==> src/rtl/seq_pkg.sv <==
package seq_pkg;
  // Number of one-hot positions for a given rail count: idle, N set steps,
  // N clear steps, and the terminal position.
  function automatic int unsigned n_positions(input int unsigned n_rails);
    return 2 * n_rails + 2;
  endfunction

  // Position at which rail k (1-based) is cleared on the way down.
  function automatic int unsigned clear_step(input int unsigned n_rails, input int unsigned k);
    return 2 * n_rails + 1 - k;
  endfunction
endpackage

==> src/rtl/step_tick_gen.sv <==
module step_tick_gen #(
  parameter int unsigned DIV = 100_000_000
) (
  input  logic clk,
  input  logic rst_n,
  output logic tick
);
  localparam int unsigned CW = (DIV > 2) ? $clog2(DIV) : 1;
  localparam logic [CW-1:0] LAST = CW'(DIV - 1);

  logic [CW-1:0] cnt_q;

  always_ff @(posedge clk or negedge rst_n) begin
    if (!rst_n) begin
      cnt_q <= '0;
      tick  <= 1'b0;
    end else begin
      tick  <= (cnt_q == LAST);
      cnt_q <= (cnt_q == LAST) ? '0 : cnt_q + 1'b1;
    end
  end
endmodule

==> src/rtl/step_ring.sv <==
module step_ring #(
  parameter int unsigned N_RAILS = 4
) (
  input  logic                                        clk,
  input  logic                                        rst_n,
  input  logic                                        tick,
  input  logic                                        release_i,
  output logic [seq_pkg::n_positions(N_RAILS)-1:0]    pos,
  output logic [seq_pkg::n_positions(N_RAILS)-1:0]    pos_nxt,
  output logic                                        adv,
  output logic                                        armed
);
  localparam int unsigned PW = seq_pkg::n_positions(N_RAILS);
  localparam int unsigned HOLD = N_RAILS;
  localparam int unsigned LAST = PW - 1;

  logic at_hold, at_last;

  assign at_hold = pos[HOLD];
  assign at_last = pos[LAST];
  assign adv     = tick & ~at_last & (~at_hold | armed);
  assign pos_nxt = adv ? {pos[PW-2:0], 1'b0} : pos;

  always_ff @(posedge clk or negedge rst_n) begin
    if (!rst_n) begin
      pos   <= PW'(1);
      armed <= 1'b0;
    end else begin
      pos   <= pos_nxt;
      armed <= at_hold & ~adv & (armed | release_i);
    end
  end
endmodule

==> src/rtl/rail_latches.sv <==
module rail_latches #(
  parameter int unsigned N_RAILS = 4
) (
  input  logic                                     clk,
  input  logic                                     rst_n,
  input  logic                                     adv,
  input  logic [seq_pkg::n_positions(N_RAILS)-1:0] pos_nxt,
  output logic [N_RAILS-1:0]                       rail_en
);
  for (genvar k = 1; k <= N_RAILS; k++) begin : g_rail
    localparam int unsigned CLR = seq_pkg::clear_step(N_RAILS, k);
    logic set_k, clr_k;
    assign set_k = adv & pos_nxt[k];
    assign clr_k = adv & pos_nxt[CLR];

    always_ff @(posedge clk or negedge rst_n) begin
      if (!rst_n)     rail_en[k-1] <= 1'b0;
      else if (set_k) rail_en[k-1] <= 1'b1;
      else if (clr_k) rail_en[k-1] <= 1'b0;
    end
  end
endmodule

==> src/rtl/rail_sequencer.sv <==
module rail_sequencer #(
  parameter int unsigned N_RAILS = 4,
  parameter int unsigned CLK_HZ  = 100_000_000,
  parameter int unsigned STEP_HZ = 1
) (
  input  logic               clk,
  input  logic               rst_n,
  input  logic               release_i,
  output logic [N_RAILS-1:0] rail_en_o,
  output logic               all_on_o,
  output logic               done_o
);
  localparam int unsigned DIV = CLK_HZ / STEP_HZ;
  localparam int unsigned PW  = seq_pkg::n_positions(N_RAILS);

  logic          tick, adv, armed;
  logic [PW-1:0] pos, pos_nxt;

  step_tick_gen #(.DIV(DIV)) u_tick (
    .clk(clk), .rst_n(rst_n), .tick(tick)
  );

  step_ring #(.N_RAILS(N_RAILS)) u_ring (
    .clk(clk), .rst_n(rst_n), .tick(tick), .release_i(release_i),
    .pos(pos), .pos_nxt(pos_nxt), .adv(adv), .armed(armed)
  );

  rail_latches #(.N_RAILS(N_RAILS)) u_rails (
    .clk(clk), .rst_n(rst_n), .adv(adv), .pos_nxt(pos_nxt), .rail_en(rail_en_o)
  );

  assign all_on_o = pos[N_RAILS];
  assign done_o   = pos[PW-1];
endmodule

==> config.mk <==
export PLATFORM = sky130hd
export DESIGN_NAME = rail_sequencer
export DESIGN_NICKNAME = d
export VERILOG_FILES = /design/src/rtl/seq_pkg.sv /design/src/rtl/step_tick_gen.sv /design/src/rtl/step_ring.sv /design/src/rtl/rail_latches.sv /design/src/rtl/rail_sequencer.sv
export SDC_FILE = /design/constraint.sdc
export NUM_CORES = 1
export LEC_CHECK = 0
export BUFFER_PORTS_ARGS = -buffer_cell sky130_fd_sc_hd__buf_4
export CAP_MARGIN = 20
export CORE_ASPECT_RATIO = 0.8
export CORE_MARGIN = 4
export CORE_UTILIZATION = 30
export CTS_CLUSTER_SIZE = 14
export DETAILED_ROUTE_END_ITERATION = 6
export PLACE_DENSITY = 0.49
export SETUP_SLACK_MARGIN = 0.15
export SYNTH_ARGS = -nofsm -noshare
export SYNTH_HDL_FRONTEND = slang
export SYNTH_HIERARCHICAL = 1
export SYNTH_SLANG_ARGS = --single-unit
==> constraint.sdc <==
create_clock -name clk -period 6.2 [get_ports clk]
set_clock_uncertainty 0.2 [all_clocks]
set_input_delay 0.62 -clock clk [delete_from_list [all_inputs] [get_ports clk]]
set_output_delay 0.62 -clock clk [all_outputs]
set_load 0.05 [all_outputs]
After elaboration in Yosys (flattened, before gate mapping)
Index checks and enable logic that the tools add are counted.

operators by class
  $add $sub $neg = 1
  $mul = 0
  divide/modulo/power cells = 0
  magnitude comparators = 0
  eq/ne operators = 1
  shift-type cells = 0
  muxes and demuxes = 10
  bitwise logic cells = 17
  reductions and logical operators = 4

operator list
  operator                 count
  $add A27 B1 Y27 const B  1
  $eq A27 B27 Y1 const B   1
  $mux W27                 1
  $and A1 B1 Y1            12
  $mux W9                  1
  $mux W1                  8
  $reduce_bool A2 Y1       4
  $not A1 Y1               3
  $or A1 B1 Y1             2

storage, ports and cells
  bits in registers = 43
  latch bits = 0
  memory bits (writable) = 0
  bits in read-only memories = 0
  output and inout port bits = 6
  memories kept = 0

Logic depth before layout (Yosys ltp)
Gate-level depths: netlist (run 1).

  depth in word-level cells = 7
  depth in mapped cells = 6
  mapped depth without buffers = 5

Hierarchy
Netlist (run 1), hierarchy kept.

modules (own cells, without submodules)
  module         instances  cells an instance  area each (um2)  seq. area each (um2)
  step_tick_gen  1          135                1357.6           700.7
  step_ring      1          32                 437.9            276.5
  rail_latches   1          13                 161.4            100.1

Worst setup path after synthesis (run 1)
No wires, ideal clock.

  kind = flip-flop to flip-flop
  from = reg u_tick.cnt_q[0]
  to = reg u_tick.cnt_q[20]
  arrival time = 1.864 ns
  path slack = 4.059 ns
  cell stages (with the launch flop) = 7
  clock period less this slack = 2.141 ns
  cell sequence = dfrtp_1 -> ha_1 -> and2_1 -> or4b_1 -> clkbuf_1 -> or4_1 -> a21oi_1

on the way
  cells in the longest elaborated chain, start to end = 2
  elaborated cells between the ends (all ways) = 3
  those cells by class = 1 x add/sub; 1 x eq/ne; 1 x mux

ends and longest elaborated chain
  item                                               RTL line             RTL
  start: declaration                                 step_tick_gen.sv:11  logic [CW-1:0] cnt_q;
  start signal: assignment                           step_tick_gen.sv:19  cnt_q <= (cnt_q == LAST) ? '0 : cnt_q + 1'b1;
  $add A27 B1 Y27 or $eq A27 B27 Y1 (tied branches)  step_tick_gen.sv:19
  $mux W27 (*)                                       step_tick_gen.sv:19

Every way passes the cells marked *; elsewhere a longest branch is shown, timed or not.
A chain may end at the register's enable or synchronous reset.

Worst setup path after layout (run 1)
Ends and elaborated chain as after synthesis.

==> metrics.txt, run 1 <==
# IOs=9; number of port buffers=8; Clock transition at path regs=0.09 ns; total wire length=about 3500 microns; num rows=26; number of global-route vias before repair=1,354; Required @ worst endpoint=6.22 ns; number of antenna violations at the first check in global routing=0; status=completed; placed insts=266; Main synth FF type=dfrtp_1; CTS Buf Count=5; mux cell area share after synthesis=0.0345; r2r setup slk=3.92 ns; Rel. slew slack=0.387; CTS root buf=clkbuf_8; worst vdd ir=roughly 77 uV; leading area contributor after synthesis=dfrtp_1; WS Path Type=reg2reg; Setup Buffers After CTS=0; vias per cell=4.80; fmax=438 MHz; post-cts hold buffer count=0; Max Root-Sink Buffers=2; gpl congestion=~0.7; max-slew violations=0; Area Overhead vs Synth=12.1%; post-CTS resize count=0; Worst path slowest cell=or4b_1; CP Launch Type=flop; Finished Layout Cells=275; area share of the largest cell type after synthesis=0.537; Synth Area in Compound Gates=0.106; worst path arrival time=between 2 and 2.5 ns; Die Span X=98.3 microns; RR Startpoint=u_tick/cnt_q[0]; Hold Crit Class=in2async; XOR/XNOR Fraction of Synth Area=0.0582; reg2reg path depth=5; leakage=0.931 nW; PD cells=214 nW/um^2; First-pass DRT Iterations=4; Seq/Total Area, Yosys=0.551; Ys Warns=6; EDFF count, synth=0; count leader, synth=dfrtp_1; crit share post-route=0.368; RR Endpoint=u_tick/cnt_q[20]; number of max-cap violations=0; sum of negative setup slack=0 ns; RSZ-0062 raised after global routing=false; Final #Nets=194; Synth top cells by count=dfrtp_1, nand2_1, nor2_1, a21oi_1, nand3_1; GRT overflow=0; Setup-failing EPs final=0; crit-path cells=ha_1 -> and2_1 -> or4b_1 -> or4_1 -> a21oi_1; gr usage total=0.100; post-route ant nets=0; largest family of logic cells by synthesized area=simple AND/OR/NAND/NOR gates; library cells used by synthesis=40; n_diodes=0; CTS H-Tree Depth=2; drt wl/cell=roughly 13 microns; Starting Density=0.308; post-layout minimum cycle time=2.28 ns; core area=approximately 6300 sq um; synth top area cells=dfrtp_1, nand2_1, mux2_2; endpoints failing hold=0; crit end category=flop; pin count of the biggest net entering global routing=44; Synth Instances=180; synthesized area=approximately 2000 sq um; Synth Register Bits=43; fraction of layout cells with a size suffix above 1=0.178; DR vias=between 1,000 and 1,500; Sink Count=43; first-pass GRT wire length=6390 microns; syn_area_per_cell=10.9 sq um; Synth Area in Adders=0.00639; drt initial violations=63; Die Y=80.2 microns; DRC=0; worst-path fanout max=8; Net Count, Synth=184; DP HPWL=around 2400 microns; Crit path largest cell delay=~0.60 ns; clock latency on the worst-skew pair=roughly 0.29 ns; Worst Max-Slew Pin Slew=0.912 ns; CTS tree=done; Synth async-reset ratio=1.00; die area=7890 sq um; Simple-Gate Fraction of Synth Area=0.215
cell type report:
cell class	instances	area [sq um]
inverter	5	18.8
tap	84	105
multi-input combinational	126	827
timing repair buffer	9	71.3
fill	652	4150
clock buffer	5	68.8
clock inverter	3	25.0
sequential	43	1080
routing by layer:
| layer | wire length, microns | vias up | global-route usage |
|---|---|---|---|
| met1 | 1960 | 636 | 0.144 |
| met4 | 19 | 0 | 0.0286 |
| li1 | - | 668 | - |
| met3 | 109 | 2 | 0.0269 |
| met5 | 0 | - | 0 |
| met2 | 1460 | 13 | 0.148 |
logic make-up (layout without fill, tap and decap cells):
family	after synthesis	after routing
AND/OR/NAND/NOR	75	75
flip-flops	43	43
AO/OA/AOI/OAI	31	31
XOR/XNOR	13	13
buffers and inverters	11	22
multiplexers	6	6
adder cells (fa/ha/maj)	1	1
flip-flops by register name, summed over array words and instances (netlist names):
signal and flops:
u_ring/pos 10, u_tick/tick 1, u_tick/cnt_q 27, u_ring/armed 1, u_rails/rail_en 4
through the flow:
stage	power [mW]	area, sq um	worst slack [ns]	hold slack [ns]	util
floorplan	0.286	1960	4.06	0.124	-
global placement	0.293	2090	3.80	0.252	0.329
detailed placement	0.293	2090	3.80	0.250	0.329
CTS	0.478	2180	3.81	0.132	0.344
global route	0.491	2190	3.77	0.154	0.346
finish	0.469	2190	3.92	0.0980	0.346
how the worst max path moves through the flow:
stage / slack [ns] / startpoint / end / cells past startpoint
after floorplan: 4.06 / u_tick/cnt_q[0] / u_tick/cnt_q[20] / 6
after global placement: 3.80 / u_tick/cnt_q[0] / u_tick/cnt_q[5] / 5
after detailed placement: 3.80 / u_tick/cnt_q[0] / u_tick/cnt_q[3] / 5
after CTS: 3.81 / u_tick/cnt_q[0] / u_tick/cnt_q[3] / 5
after global routing: 3.77 / u_tick/cnt_q[0] / u_tick/cnt_q[20] / 5
final: 3.92 / u_tick/cnt_q[0] / u_tick/cnt_q[20] / 5
where the power goes:
group | leakage, nW | internal, mW | switching (mW)
Sequential | 0.583 | 0.280 | 0
Combinational | 0.304 | 0.000900 | 0.00545
Clock | 0.0443 | 0.0806 | 0.102
layout by cell type (no fill, tap or decap), types with 2 or more instances in the layout:
cell / Yosys / final
nor2_1: 12 / 12
a31o_2: 2 / 2
o31ai_1: 5 / 5
clkbuf_8: 0 / 5
xnor2_1: 7 / 7
nand4_1: 7 / 7
xor2_1: 6 / 6
and3_1: 2 / 2
nand2_1: 18 / 18
buf_4: 0 / 8
nor2b_1: 2 / 2
nor4_1: 2 / 2
or4_1: 5 / 5
mux2_2: 6 / 6
or3_1: 3 / 3
clkinv_4: 0 / 2
nor3_1: 4 / 3
inv_1: 5 / 5
o21ai_0: 6 / 6
nand3_1: 8 / 8
a21oi_1: 11 / 11
a22o_1: 4 / 4
dfrtp_1: 42 / 42
worst max-delay path: cells and delay by family, from the launching register on:
| family | cells | cell delay, ns |
|---|---|---|
| AOI/OAI and AO/OA | 1 | 0.15 |
| adders and majority gates | 1 | 0.18 |
| and+or+nand+nor | 3 | 1.32 |
| DFF | 1 | 0.37 |
No activity file was read; power rests on OpenSTA's default activity.
==> run 2, diff against run 1 <==
ABC_AREA = 1   (was unset)
clock period = 2.3 ns   (was 6.2 ns; I/O delays follow)
==> run 2 against run 1 <==
  * Area after synthesis increased by 17%
  * Non-clock buffer count increased by 1
  * First-iteration DRC count decreased by 22%
  * Wire length increased by 34%
  * Fmax increased by 37%
  * Flip-flop and latch count unchanged
  * Count of clock-buffer cells in the layout unchanged
  * Cell count increased by 53%
  * Via count increased by 35%
  * Design area increased by 18%
  * Sequential share of layout area decreased by 7.5 points
  * Utilization increased by 0.46 points
  * Critical path type unchanged
==> metrics.txt, run 2 <==
leakage=1.26 nW (+35%); Synth Area in Adders=0.00547 (-0.000926); number of port buffers=8 (unchanged); Psw=0.315 mW (+190%); RSZ-0062 raised after global routing=false; Die Y=86.1 microns (+7.3%); Hold Crit Class=in2async; crit end category=flop; post-route cell area=2590 sq um (+18%); logic gate share of total power=0.015 (about the same); crit share post-route=0.725 (+0.357); endpoints failing hold=0 (unchanged); number of antenna violations at the first check in global routing=0 (unchanged); filler instances=789 (+21%); drt initial violations=49 (-22%); Final #Nets=318 (+64%); Synth top cells by count=nand2_1, nor2_1, dfrtp_1, inv_1, nand3_1; worst path arrival time=1.66 ns (-0.64 ns); r2r setup slk=0.63 ns (-3.28 ns); status=completed; Synth async-reset ratio=1.00 (unchanged); CTS root buf=clkbuf_8; worst vdd ir=216 uV (+180%); Finished Layout Cells=420 (+53%); Seq/Total Area, Yosys=0.471 (-0.0798); core area=7390 sq um (+17%); n_diodes=0 (unchanged); fmax=600 MHz (+37%); placed insts=410 (+54%); Most flops, register=u_tick/cnt_q; Net Count, Synth=302 (+64%); fraction of layout cells with a size suffix above 1=0.149 (-0.0288); most common cell after layout, fill and taps aside=nand2_1; first-pass GRT wire length=8350 microns (+31%); placed instance area=2470 sq um (+19%); post-layout minimum cycle time=1.67 ns (-0.615 ns); Area Overhead vs Synth=13.2%; RR Endpoint=u_tick/cnt_q[13]; Synth Register Bits=43 (unchanged); mux cell area share after synthesis=0 (-0.0345); Reg power frac=0.581 (-0.016); Clock transition at path regs=0.10 ns (about the same); total wire length=4740 microns (+34%); gr usage total=0.117 (+0.0163); Required @ worst endpoint=2.30 ns (-3.92 ns); Simple-Gate Fraction of Synth Area=0.416 (+0.201); area share of the largest cell type after synthesis=0.459 (-0.0778); Setup-failing EPs final=0 (unchanged); max reg flops=27 (unchanged); count leader, synth=nand2_1; GRT overflow=0 (unchanged); Max Root-Sink Buffers=2 (unchanged); PD cells=502 nW/um^2 (+130%); Synth Area in Compound Gates=0.0175 (-0.0886); Synth Instances=298 (+66%); leading area contributor after synthesis=dfrtp_1; leading cell types in the layout, fill and taps excluded=nand2_1, nor2_1, dfrtp_1, inv_1, nand3_1; synthesized area=2290 sq um (+17%); Starting Density=0.310 (+0.00110); post-route ant nets=0 (unchanged); die area=9100 sq um (+15%); synth top area cells=dfrtp_1, nand2_1, nor2_1; drt wl/cell=11.3 microns (-12%); pin count of the biggest net entering global routing=44 (unchanged); Ys Warns=6 (unchanged); RR Startpoint=u_tick/cnt_q[0]; DP HPWL=3560 microns (+51%); First-pass DRT Iterations=4 (unchanged); Rel. slew slack=0.633 (+0.246); CP Launch Type=flop; switching power share of the total=0.243 (+0.0136); Internal=0.984 mW (+170%); library cells used by synthesis=22 (-45%); CTS tree=done; number of global-route vias before repair=1,701 (+26%); sum of negative setup slack=0 ns (unchanged); DRC=0 (unchanged); max-slew violations=0 (unchanged); Main synth FF type=dfrtp_1; CTS H-Tree Depth=2 (unchanged); Sink Count=43 (unchanged); gpl congestion=0.815 (+14%); EDFF count, synth=0 (unchanged); Die Span X=106 microns (+7.5%); WS Path Type=reg2reg; clock latency on the worst-skew pair=0.31 ns (+0.02 ns); num rows=28 (+7.7%); largest family of logic cells by synthesized area=simple AND/OR/NAND/NOR gates; CTS Buf Count=5 (unchanged); # IOs=9 (unchanged); Largest regs=u_tick/cnt_q (27), u_ring/pos (10), u_rails/rail_en (4); XOR/XNOR Fraction of Synth Area=0.0383 (-0.0199); worst-path fanout max=8 (unchanged); syn_area_per_cell=7.68 sq um (-29%); Worst Max-Slew Pin Slew=0.551 ns (-0.361 ns); number of max-cap violations=0 (unchanged); Setup Buffers After CTS=0 (unchanged); DR vias=1,783 (+35%); reg2reg path depth=8 (+3); vias per cell=4.25 (-11%); Clock Power Share=0.403 (+0.014)
run 2: cell types whose count changed in the layout (fill, tap and decap cells not counted), moves of 5 or more:
cell	delta
nand2_1	+78
or4_1	-5
nand4_1	-7
nor2_1	+44
xnor2_1	-5
nor2_2	+8
nand3_1	+14
nor2_4	+5
inv_1	+22
a21oi_1	-5
nand2_2	+9
mux2_2	-6
o31ai_1	-5
run 2: metrics by stage:
step	setup slack (ns)	hold slack [ns]	utilization	total power, mW
CTS	0.612	0.263	0.350	1.33
global placement	0.656	0.0679	0.335	0.790
floorplan	0.667	-0.266	-	0.771
finish	0.633	0.258	0.350	1.30
global route	0.510	0.276	0.350	1.36
detailed placement	0.631	0.0669	0.335	0.790
run 2: repair_timing:
item	4_1_cts	5_1_grt
endpoints found under the hold margin	43	0
hold buffers	2	0
gates resized for setup	0	0
run 2: layout make-up:
cell class              instances  area [sq um]  area share
inverters                      30           114      0.0440
repair buffers                 10          80.1      0.0309
flip-flops and latches         43          1080       0.416
well taps                     105           131      0.0507
clock buffers                   5          68.8      0.0266
clock inverters                 3          26.3      0.0101
multi-input cells             224          1090       0.422
run 2: routing by layer:
| metal | up-vias | part of all wire | track usage |
|---|---|---|---|
| met3 | 4 | 0.028 | 0.0248 |
| met5 | - | 0 | 0 |
| met2 | 18 | 0.40 | 0.157 |
| li1 | 945 | - | - |
| met1 | 816 | 0.56 | 0.179 |
| met4 | 0 | 0.012 | 0.0459 |
run 2: worst max-delay path by stage:
stage / start / to / slack [ns] / cells past startpoint
after CTS: u_tick/cnt_q[0] / u_tick/cnt_q[13] / 0.61 / 8
after global placement: u_tick/cnt_q[0] / u_tick/cnt_q[13] / 0.66 / 8
after detailed placement: u_tick/cnt_q[0] / u_tick/cnt_q[13] / 0.63 / 8
final: u_tick/cnt_q[0] / u_tick/cnt_q[13] / 0.63 / 8
after global routing: u_tick/cnt_q[0] / u_tick/cnt_q[13] / 0.51 / 8
after floorplan: u_ring/pos[9] / u_rails/rail_en[0] / 0.67 / 7
run 2: cells by family after synthesis:
kind of cell | after synthesis
adders and majority gates | 1
xor gates and xnor gates | 10
and+or+nand+nor | 205
buffers and inverters | 31
DFF | 43
AOI/OAI and AO/OA | 8
run 2: worst max-delay path, stage by stage (launching register included):
cell,delay (ns)
dfrtp_1,0.38
ha_1,0.21
nand2_2,0.10
nor2_8,0.15
nand2_4,0.09
nor2_1,0.14
nand2_1,0.10
clkinv_2,0.13
nor2_1,0.07
run 2: power groups by stage:
stage / registers (mW) / logic (mW) / clock network, mW
2_1_floorplan: 0.771 / 0.000592 / 0
3_3_place_gp: 0.770 / 0.0192 / 0
3_5_place_dp: 0.770 / 0.0193 / 0
4_1_cts: 0.755 / 0.0221 / 0.548
5_1_grt: 0.756 / 0.0242 / 0.582
6_report: 0.755 / 0.0201 / 0.524
==> run 3, diff against run 2 <==
ABC_AREA = 0   (was 1)
PLACE_DENSITY = 0.5   (was 0.49)
clock period = 1.4 ns   (was 2.3 ns; I/O delays follow)
==> run 3 against run 2 <==
  * The run now ends with negative setup slack left
  * Die area down 13%
  * Global-route usage up 1.4 points
  * Wire length is 4.7% higher
  * Critical path depth down 4
  * Combinational power grew 100%
  * Design area rose by 23%
  * First-iteration DRC count is 6.1% higher
  * Fmax decreased by 16%
  * Worst hold slack got worse by 0.20 ns
  * Sequential share of layout area down 7.6 points
  * Largest cell class unchanged
  * Largest power group unchanged
==> metrics.txt, run 3 (synthesized netlist as in run 1, its figures left out) <==
status=finished, violations left; failing checks=negative setup slack; gr usage total=0.131 (+0.0143); fmax=505 MHz (-16%); CTS Buf Count=5 (unchanged); fraction of layout cells with a size suffix above 1=0.553 (+0.403); RR Startpoint=u_tick/cnt_q[19]; crit share post-route=1.41 (+0.689); number of antenna violations at the first check in global routing=0 (unchanged); # IOs=9 (unchanged); CP Buf/Inv Count=0 (-1); leading cell types in the layout, fill and taps excluded=buf_4, dfrtp_1, buf_6, nand2_1; DR vias=1,656 (-7.1%); final worst slack=-0.580 ns (-1.21 ns); filler instances=556 (-30%); CP Launch Type=flop; Most flops, register=u_tick/cnt_q; Starting Density=0.308 (-0.00110); GRT overflow=0 (unchanged); Rel. slew slack=0.817 (+0.184); CP top delay family=simple AND/OR/NAND/NOR gates; drt initial violations=52 (+6.1%); DP HPWL=3050 microns (-14%); WS Path Type=reg2reg; total power draw=2.11 mW (+62%); Sink Count=43 (unchanged); RSZ-0062 raised after global routing=true; CTS H-Tree Depth=2 (unchanged); Worst Max-Slew Pin Slew=0.273 ns (-0.278 ns); CTS tree=done; worst-path fanout max=6 (-2); max-slew violations=0 (unchanged); endpoints failing hold=0 (unchanged); n_diodes=0 (unchanged); Die Y=80.2 microns (-6.8%); number of port buffers=8 (unchanged); Die Span X=98.3 microns (-7.0%); core area=6340 sq um (-14%); number of global-route vias before repair=1,695 (-0.35%); Worst path slowest cell=or4_4; post-layout minimum cycle time=1.98 ns (+0.313 ns); Setup WS pre-CTS=-0.621 ns (-1.25 ns); Clock transition at path regs=0.08 ns (-0.02 ns); crit end category=flop; Max Root-Sink Buffers=2 (unchanged); CTS root buf=clkbuf_8; Final #Nets=269 (-15%); Largest regs=u_tick/cnt_q (27), u_ring/pos (10), u_rails/rail_en (4); Area Overhead vs Synth=62.5%; first-pass GRT wire length=8200 microns (-1.7%); max reg flops=27 (unchanged); RR Endpoint=u_tick/cnt_q[22]; reg2reg path depth=4 (-4); drt wl/cell=14.2 microns (+26%); most common cell after layout, fill and taps aside=buf_4; Crit path largest cell delay=0.56 ns (+0.18 ns); r2r setup slk=-0.58 ns (-1.21 ns); Hold Crit Class=in2async; die area=7890 sq um (-13%); leakage=1.46 nW (+16%); worst vdd ir=356 uV (+65%); post-route ant nets=0 (unchanged); total wire length=4960 microns (+4.7%); worst path arrival time=2.01 ns (+0.35 ns); num rows=26 (-7.1%); PD cells=663 nW/um^2 (+32%); crit-path cells=nand4_1 -> or4_4 -> or4_1 -> a21oi_1; vias per cell=4.73 (+11%); Required @ worst endpoint=1.43 ns (-0.87 ns); multi-input logic area=1090 sq um (-0.23%); pin count of the biggest net entering global routing=25 (-43%); gpl congestion=0.771 (-5.5%); Setup-failing EPs final=40 (+40); First-pass DRT Iterations=5 (+1); clock latency on the worst-skew pair=0.30 ns (about the same); FF+latch area=1080 sq um (+0.23%); number of max-cap violations=0 (unchanged); DRC=0 (unchanged)
-- run 3: how the worst max path moves through the flow --
stage,cells after the start,to,slack [ns],from
floorplan,5,u_tick/cnt_q[22],-0.61,u_tick/cnt_q[17]
global placement,5,u_tick/cnt_q[20],-0.60,u_tick/cnt_q[1]
detailed placement,5,u_tick/cnt_q[20],-0.62,u_tick/cnt_q[0]
CTS,5,u_tick/cnt_q[20],-0.57,u_tick/cnt_q[0]
global route,5,u_tick/cnt_q[20],-0.67,u_tick/cnt_q[0]
finish,4,u_tick/cnt_q[22],-0.58,u_tick/cnt_q[19]
-- run 3: area by class of cell --
| class | count | area share |
|---|---|---|
| flip-flops and latches | 43 | 0.340 |
| clock inverters | 1 | 0.00157 |
| repair buffers | 84 | 0.250 |
| clock buffers | 7 | 0.0272 |
| multi-input cells | 126 | 0.343 |
| well taps | 84 | 0.0331 |
| inverters | 5 | 0.00590 |
-- run 3: worst reg2reg max path, stage by stage (launching register included) --
cell and delay [ns]:
dfrtp_1 0.36, nand4_1 0.16, or4_4 0.56, or4_1 0.50
a21oi_1 0.14
-- run 3: report_power, final --
group	leakage, nW	internal, mW	switching (mW)
Combinational	0.836	0.0133	0.0276
Sequential	0.580	1.24	0
Clock	0.0482	0.399	0.428
-- run 3: stage by stage --
stage	area, sq um	hold slack (ns)	utilization	setup TNS, ns	instances
detailed placement	2570	-0.150	0.406	-11.55	320
global placement	2570	-0.151	0.406	-11.51	320
finish	3180	0.0619	0.501	-13.04	350
global route	3180	0.0922	0.501	-15.85	350
CTS	2980	0.0636	0.469	-12.44	340
floorplan	2030	-0.356	-	-10.51	180
-- run 3: repair_timing --
action                                  4_1_cts  5_1_grt
hold endpoints to repair                     44        0
endpoints found under the setup margin       43       46
setup buffers                                 8       10
hold buffers                                  2        0
cloned                                        2        0
resized for setup                            48       32
pin swaps                                    19       17
-- run 3: metal layers --
| metal | GRT usage | vias to the layer above | wire (microns) |
|---|---|---|---|
| met2 | 0.198 | 17 | 2260 |
| met4 | 0.0491 | 0 | 70 |
| li1 | - | 817 | - |
| met3 | 0.0243 | 8 | 94 |
| met5 | 0 | - | 0 |
| met1 | 0.186 | 814 | 2540 |
